`src/rtl/qrv_pkg.sv`:
```
package qrv_pkg;

    typedef enum logic [1:0] {
        ST_ON     = 2'd0,
        ST_BLANK  = 2'd1,
        ST_SEARCH = 2'd2,
        ST_DELAY  = 2'd3
    } qrv_state_e;

    typedef struct packed {
        logic sync;
        logic flat;
        logic cs;
    } qrv_sense_t;

    function automatic int unsigned ns_to_cyc(input int unsigned hz, input int unsigned ns);
        longint unsigned c;
        c = ((longint'(hz) / 1000) * longint'(ns) + 64'd500000) / 64'd1000000;
        return (c == 0) ? 32'd1 : 32'(c);
    endfunction

    function automatic int unsigned umax(input int unsigned a, input int unsigned b);
        return (a > b) ? a : b;
    endfunction

endpackage

```
`src/rtl/qrv_valley_det.sv`:
```
module qrv_valley_det #(
    parameter int CNT_W = 3
) (
    input  logic             clk,
    input  logic             rst,
    input  logic             hold,
    input  logic             sync_in,
    input  logic             count_en,
    input  logic             cnt_clr,
    output logic             valley,
    output logic [CNT_W-1:0] cnt
);
    localparam logic [CNT_W-1:0] CNT_MAX = '1;

    logic sync_q;

    assign valley = sync_q & ~sync_in;

    always_ff @(posedge clk) begin
        if (rst || hold) begin
            sync_q <= 1'b0;
            cnt    <= '0;
        end else begin
            sync_q <= sync_in;
            if (cnt_clr) begin
                cnt <= '0;
            end else if (valley && count_en && cnt != CNT_MAX) begin
                cnt <= cnt + 1'b1;
            end
        end
    end

endmodule

```
`src/rtl/qrv_delay_timer.sv`:
```
module qrv_delay_timer #(
    parameter int W = 4
) (
    input  logic         clk,
    input  logic         rst,
    input  logic         load,
    input  logic [W-1:0] load_val,
    output logic         expired
);
    logic [W-1:0] cnt;

    assign expired = (cnt == '0);

    always_ff @(posedge clk) begin
        if (rst) begin
            cnt <= '0;
        end else if (load) begin
            cnt <= load_val;
        end else if (!expired) begin
            cnt <= cnt - 1'b1;
        end
    end

endmodule

```
`src/rtl/qrv_ontime.sv`:
```
module qrv_ontime #(
    parameter int PC_W  = 8,
    parameter int LEB_C = 12,
    parameter int TON_C = 500
) (
    input  logic [PC_W-1:0] per_cnt,
    input  logic            cs_trip,
    output logic            end_on
);
    localparam logic [PC_W-1:0] LAST_V = PC_W'(TON_C - 1);
    localparam logic [PC_W-1:0] LEB_V  = PC_W'(LEB_C);

    logic at_max;
    assign at_max = (per_cnt >= LAST_V);

    generate
        if (LEB_C >= TON_C) begin : g_no_cs
            logic unused_cs;
            assign unused_cs = cs_trip;
            assign end_on    = at_max;
        end else begin : g_cs
            assign end_on = at_max || (cs_trip && per_cnt >= LEB_V);
        end
    endgenerate

endmodule

```
`src/rtl/qrv_timer.sv`:
```
module qrv_timer
    import qrv_pkg::*;
#(
    parameter int unsigned CLK_HZ        = 50_000_000,
    parameter int unsigned BLANK_NS      = 15000,
    parameter int unsigned WINDOW_NS     = 6000,
    parameter int unsigned VALLEY_DLY_NS = 230,
    parameter int unsigned FLAT_DLY_NS   = 500,
    parameter int unsigned LEB_NS        = 250,
    parameter int unsigned TON_MAX_NS    = 10000,
    parameter int          VCNT_W        = 3
) (
    input  logic              clk,
    input  logic              rst,
    input  logic              en,
    input  logic              sync_cmp,
    input  logic              sync_flat_hi,
    input  logic              cs_trip,
    output logic              gate,
    output logic              on_pulse,
    output logic [VCNT_W-1:0] valley_cnt
);
    localparam int BLANK_C  = int'(ns_to_cyc(CLK_HZ, BLANK_NS));
    localparam int WIN_C    = int'(ns_to_cyc(CLK_HZ, WINDOW_NS));
    localparam int VDLY_C   = int'(ns_to_cyc(CLK_HZ, VALLEY_DLY_NS));
    localparam int FDLY_C   = int'(ns_to_cyc(CLK_HZ, FLAT_DLY_NS));
    localparam int LEB_C    = int'(ns_to_cyc(CLK_HZ, LEB_NS));
    localparam int TON_C    = int'(ns_to_cyc(CLK_HZ, TON_MAX_NS));
    localparam int PERIOD_C = BLANK_C + WIN_C;
    localparam int PC_W     = $clog2(PERIOD_C + 1);
    localparam int DW       = $clog2(int'(umax(VDLY_C, FDLY_C)) + 1);

    localparam logic [PC_W-1:0] BLANK_END = PC_W'(BLANK_C - 1);
    localparam logic [PC_W-1:0] LIMIT     = PC_W'(PERIOD_C - 1);
    localparam logic [PC_W-1:0] PC_MAX    = PC_W'(PERIOD_C);
    localparam logic [DW-1:0]   VDLY_V    = DW'(VDLY_C - 1);
    localparam logic [DW-1:0]   FDLY_V    = DW'(FDLY_C - 1);

    qrv_state_e      st, st_n;
    logic [PC_W-1:0] per_cnt;
    qrv_sense_t      sense;
    logic            hold;
    logic            turn_on;
    logic            end_on;
    logic            valley;
    logic            dly_load;
    logic [DW-1:0]   dly_val;
    logic            dly_done;
    logic            at_limit;

    assign sense    = '{sync: sync_cmp, flat: sync_flat_hi, cs: cs_trip};
    assign hold     = ~en;
    assign at_limit = (per_cnt == LIMIT);

    qrv_valley_det #(.CNT_W(VCNT_W)) u_valley (
        .clk      (clk),
        .rst      (rst),
        .hold     (hold),
        .sync_in  (sense.sync),
        .count_en (st != ST_ON),
        .cnt_clr  (turn_on),
        .valley   (valley),
        .cnt      (valley_cnt)
    );

    qrv_delay_timer #(.W(DW)) u_delay (
        .clk      (clk),
        .rst      (rst),
        .load     (dly_load),
        .load_val (dly_val),
        .expired  (dly_done)
    );

    qrv_ontime #(.PC_W(PC_W), .LEB_C(LEB_C), .TON_C(TON_C)) u_ontime (
        .per_cnt (per_cnt),
        .cs_trip (sense.cs),
        .end_on  (end_on)
    );

    always_comb begin
        st_n     = st;
        turn_on  = 1'b0;
        dly_load = 1'b0;
        dly_val  = '0;
        unique case (st)
            ST_ON: begin
                if (end_on) st_n = ST_BLANK;
            end
            ST_BLANK: begin
                if (per_cnt >= BLANK_END) begin
                    if (sense.flat) begin
                        st_n     = ST_DELAY;
                        dly_load = 1'b1;
                        dly_val  = FDLY_V;
                    end else begin
                        st_n = ST_SEARCH;
                    end
                end
            end
            ST_SEARCH: begin
                if (at_limit) begin
                    turn_on = 1'b1;
                end else if (valley) begin
                    st_n     = ST_DELAY;
                    dly_load = 1'b1;
                    dly_val  = VDLY_V;
                end
            end
            ST_DELAY: begin
                if (at_limit || dly_done) turn_on = 1'b1;
            end
            default: st_n = ST_BLANK;
        endcase
        if (turn_on) st_n = ST_ON;
    end

    always_ff @(posedge clk) begin
        if (rst || hold) begin
            st      <= ST_BLANK;
            per_cnt <= '0;
        end else begin
            st <= st_n;
            if (turn_on) begin
                per_cnt <= '0;
            end else if (per_cnt != PC_MAX) begin
                per_cnt <= per_cnt + 1'b1;
            end
        end
    end

    assign gate     = (st == ST_ON);
    assign on_pulse = gate && (per_cnt == '0);

endmodule

```
`config.mk`:
```
export PLATFORM = sky130hd
export DESIGN_NAME = qrv_timer
export DESIGN_NICKNAME = d
export VERILOG_FILES = /design/src/rtl/qrv_pkg.sv /design/src/rtl/qrv_valley_det.sv /design/src/rtl/qrv_delay_timer.sv /design/src/rtl/qrv_ontime.sv /design/src/rtl/qrv_timer.sv
export SDC_FILE = /design/constraint.sdc
export NUM_CORES = 1
export LEC_CHECK = 0
export BUFFER_PORTS_ARGS = -buffer_cell sky130_fd_sc_hd__buf_2
export CAP_MARGIN = 20
export CORE_ASPECT_RATIO = 0.7
export CORE_MARGIN = 2
export CORE_UTILIZATION = 55
export CTS_BUF_LIST = sky130_fd_sc_hd__clkbuf_2
export CTS_CLUSTER_SIZE = 16
export DETAILED_ROUTE_END_ITERATION = 16
export MAX_ROUTING_LAYER = met4
export PLACE_DENSITY = 0.89
export SLEW_MARGIN = 20
export SYNTH_ARGS = -nofsm -noshare
export SYNTH_HDL_FRONTEND = slang
export SYNTH_SLANG_ARGS = --single-unit
```
`constraint.sdc`:
```
create_clock -name clk -period 1.7 [get_ports clk]
set_input_delay 0.34 -clock clk [delete_from_list [all_inputs] [get_ports clk]]
set_output_delay 0.34 -clock clk [all_outputs]
set_load 0.005 [all_outputs]
```
==> results.py <==
metrics = {
    "die": {
        "die_h_um": 46.2,
        "die_w_um": 64.3,
        "initial_core_util_pct": 57.3,
        "core_um2": 2440,
        "io_pins": 11,
        "dieArea_um2": 2970,
        "row_count": 15,
    },
    "run_status": {
        "failed_checks": "negative setup slack",
        "outcome": "complete, but fails checks",
    },
    "placed_design": {
        "place_ws_ps": -138,
        "io_buffers": 10,
        "gp_congestion": 0.898,
        "dpl.hpwl_um": 2600,
    },
    "sta": {
        "tightest_slew_ps": 412,
        "setup_violations": 9,
        "max_slew_margin_pct": 71.8,
        "setup_slack_ps": -208,
        "rsz0062_at_grt": "yes",
        "hold_viol": 0,
        "finalClockSkew_ps": 9.07,
        "drv_slew": 0,
        "fmax_mhz": 524,
        "period_minus_slack_ps": 1910,
        "fin_crit_sh_pct": 112,
    },
    "global_routing": {
        "grtUsageTotal_pct": 28.7,
        "antenna_found_initial": 0,
        "grt_start_max_net_pins": 15,
        "overflow": 0,
        "grt_pass1_wl_um": 6220,
        "grt_pass1_vias": 1367,
    },
    "logic_synthesis": {
        "avgSynthCellArea_um2": 8.85,
        "synth_top_cell_by_area": "dfxtp_1",
        "synthTopCellsByArea": "dfxtp_1 (32%), ha_1 (12%), nor2_1 (6.4%), xnor2_1 (5.0%), mux2i_1 (3.6%)",
        "syn_inst": 158,
        "synthFlopType": "dfxtp_1",
        "ys_warn_count": 0,
        "synth_edf_count": 0,
        "synth_seq_cells": 22,
        "synth_area_um2": 1400,
        "synth_cell_types": 44,
        "netlist.area_leader.share_pct": 31.5,
        "async_flop_share_pct": 0,
        "syn_nets": 177,
        "ys_seq_area_share_pct": 31.5,
    },
    "finish": {
        "diodes": 0,
        "layout-drive-gt1-share_pct": 43.2,
        "fin_nets": 213,
        "fillCellCount": 157,
        "syn_to_final_growth_pct": 31.7,
    },
    "setup_path": {
        "path_max_fanout": 2,
        "worst-setup-path-type": "flip-flop to output pin",
        "cp.required_ps": 1360,
        "cp.arrival_ps": 1570,
        "setup.worst_path.end_class": "output pin",
        "cp-start-kind": "flip-flop",
    },
    "clocking": {
        "numCtsBuffers": 3,
        "cts_max_path_buffers": 2,
        "hold_buffers": 0,
        "cts_tree": "built",
        "clk_latency_ps": 340,
        "htreeDepth": 1,
        "clk_pin_slew_ps": 200,
        "cts_sinks": 22,
        "clockRootBuffer": "clkbuf_2",
    },
    "power_and_ir_drop": {
        "p_leak_uw": 0.000779,
        "p_per_area_nw_per_um2": 789,
        "ir_worst_vdd_uv": 371,
        "fin_total_pwr_uw": 1450,
    },
    "routing": {
        "drt_iter0_markers": 106,
        "totalWireLength_um": 4110,
        "drc": 0,
        "vias": 1344,
        "ant_nets": 0,
        "drtPass1Iterations": 4,
        "wl_per_cell_um": 18.2,
        "viasPerCell": 5.95,
    },
    "job": {
        "maxCapViolCount": 0,
    },
    "min_path": {
        "hold_class": "input pin to flip-flop",
    },
}
layout make-up:
class                           count  area, um2  area share, %
Clock buffer                        3       15.0          0.816
Tap cell                           34       42.5           2.31
Sequential cell                    22        454           24.7
Inverter                            9       33.8           1.84
Multi-Input combinational cell    122       1040           56.3
Timing Repair Buffer               36        259           14.1
power by group:
group,switching (uW),leakage (uW),internal (uW)
clock network,163,0.0000125,48.0
registers,58.6,0.000183,571
logic,289,0.000584,322
total,510,0.000779,941
stage by stage:
stage	TNS, ps	utilization (%)	cell area (um2)	hold WS (ps)	instances
finish	-842	75.4	1840	232	226
global route	-1280	75.4	1840	215	226
CTS	-369	72.3	1760	211	226
detailed placement	-1720	65.6	1600	550	217
global placement	-54.5	65.6	1600	501	217
floorplan	0	-	1400	409	158
cell usage in the layout (no fill, tap or decap), drive strengths merged, types with 2 or more instances in the layout:
cell	n
nand3	10
o211ai	2
or3	3
nor3b	2
xnor2	8
nand2	9
buf	36
a2111oi	2
ha	13
and3	2
nand4	2
a21oi	7
nor2	24
xor2	4
dfxtp	22
nor3	7
and2b	2
clkbuf	3
inv	9
o311a	2
mux2i	5
synthesized netlist by cell type, types with 2 or more instances:
| cell type | count |
|---|---|
| nor3_1 | 7 |
| or3_1 | 3 |
| buf_4 | 2 |
| o311a_2 | 2 |
| ha_1 | 13 |
| xnor2_1 | 8 |
| xor2_1 | 4 |
| nor3b_1 | 2 |
| and2b_2 | 2 |
| dfxtp_1 | 22 |
| inv_1 | 9 |
| nand3_1 | 10 |
| nand2_1 | 8 |
| nand4_1 | 2 |
| nor2_1 | 24 |
| mux2i_1 | 5 |
| a21oi_1 | 7 |
| buf_6 | 2 |
repair_timing:
action,4_1_cts,5_1_grt
hold endpoints to repair,0,0
pin swaps,10,7
gates resized for setup,29,15
setup buffers,6,1
endpoints found under the setup margin,22,23
worst max-delay path, stage by stage, from the launching register on:
cell     delay (ps)
dfxtp_2         370
inv_2            70
ha_4            130
nor3b_4         250
nand3_2         140
nor3_4          140
buf_2           130
registers in the layout (all words and copies together) (netlist names):
| signal | cells |
|---|---|
| u_valley.cnt | 3 |
| st | 2 |
| per_cnt | 11 |
| u_valley.sync_q | 1 |
| u_delay.cnt | 5 |
routing by layer:
layer / vias up / track usage, % / part of all wire (%)
li1: 621 / - / -
met1: 620 / 32.0 / 40
met2: 78 / 48.8 / 49
met3: 25 / 8.80 / 7.5
met4: 0 / 12.8 / 4.2
met5: - / - / 0
path summary, 6_finish.rpt:
kind,from,end,slack [ps],cells past startpoint
worst max-delay path,st[1],on_pulse,-210,6
worst min-delay path,sync_cmp,u_valley.sync_q,230,2
worst max register to register,per_cnt[0],st[0],-200,7
worst min register to register,u_valley.cnt[2],u_valley.cnt[2],570,2
logic make-up (layout without fill, tap and decap cells):
family / count (synthesis) / count (layout) / synth area share, %
adder cells (fa/ha/maj): 13 / 13 / 11.6
multiplexers: 5 / 5 / 3.58
XOR/XNOR: 12 / 12 / 7.52
AO/OA/AOI/OAI: 22 / 22 / 13.8
AND/OR/NAND/NOR: 70 / 70 / 26.5
flip-flops: 22 / 22 / 31.5
buffers and inverters: 14 / 48 / 5.46
(Power assumes the default switching activity.)
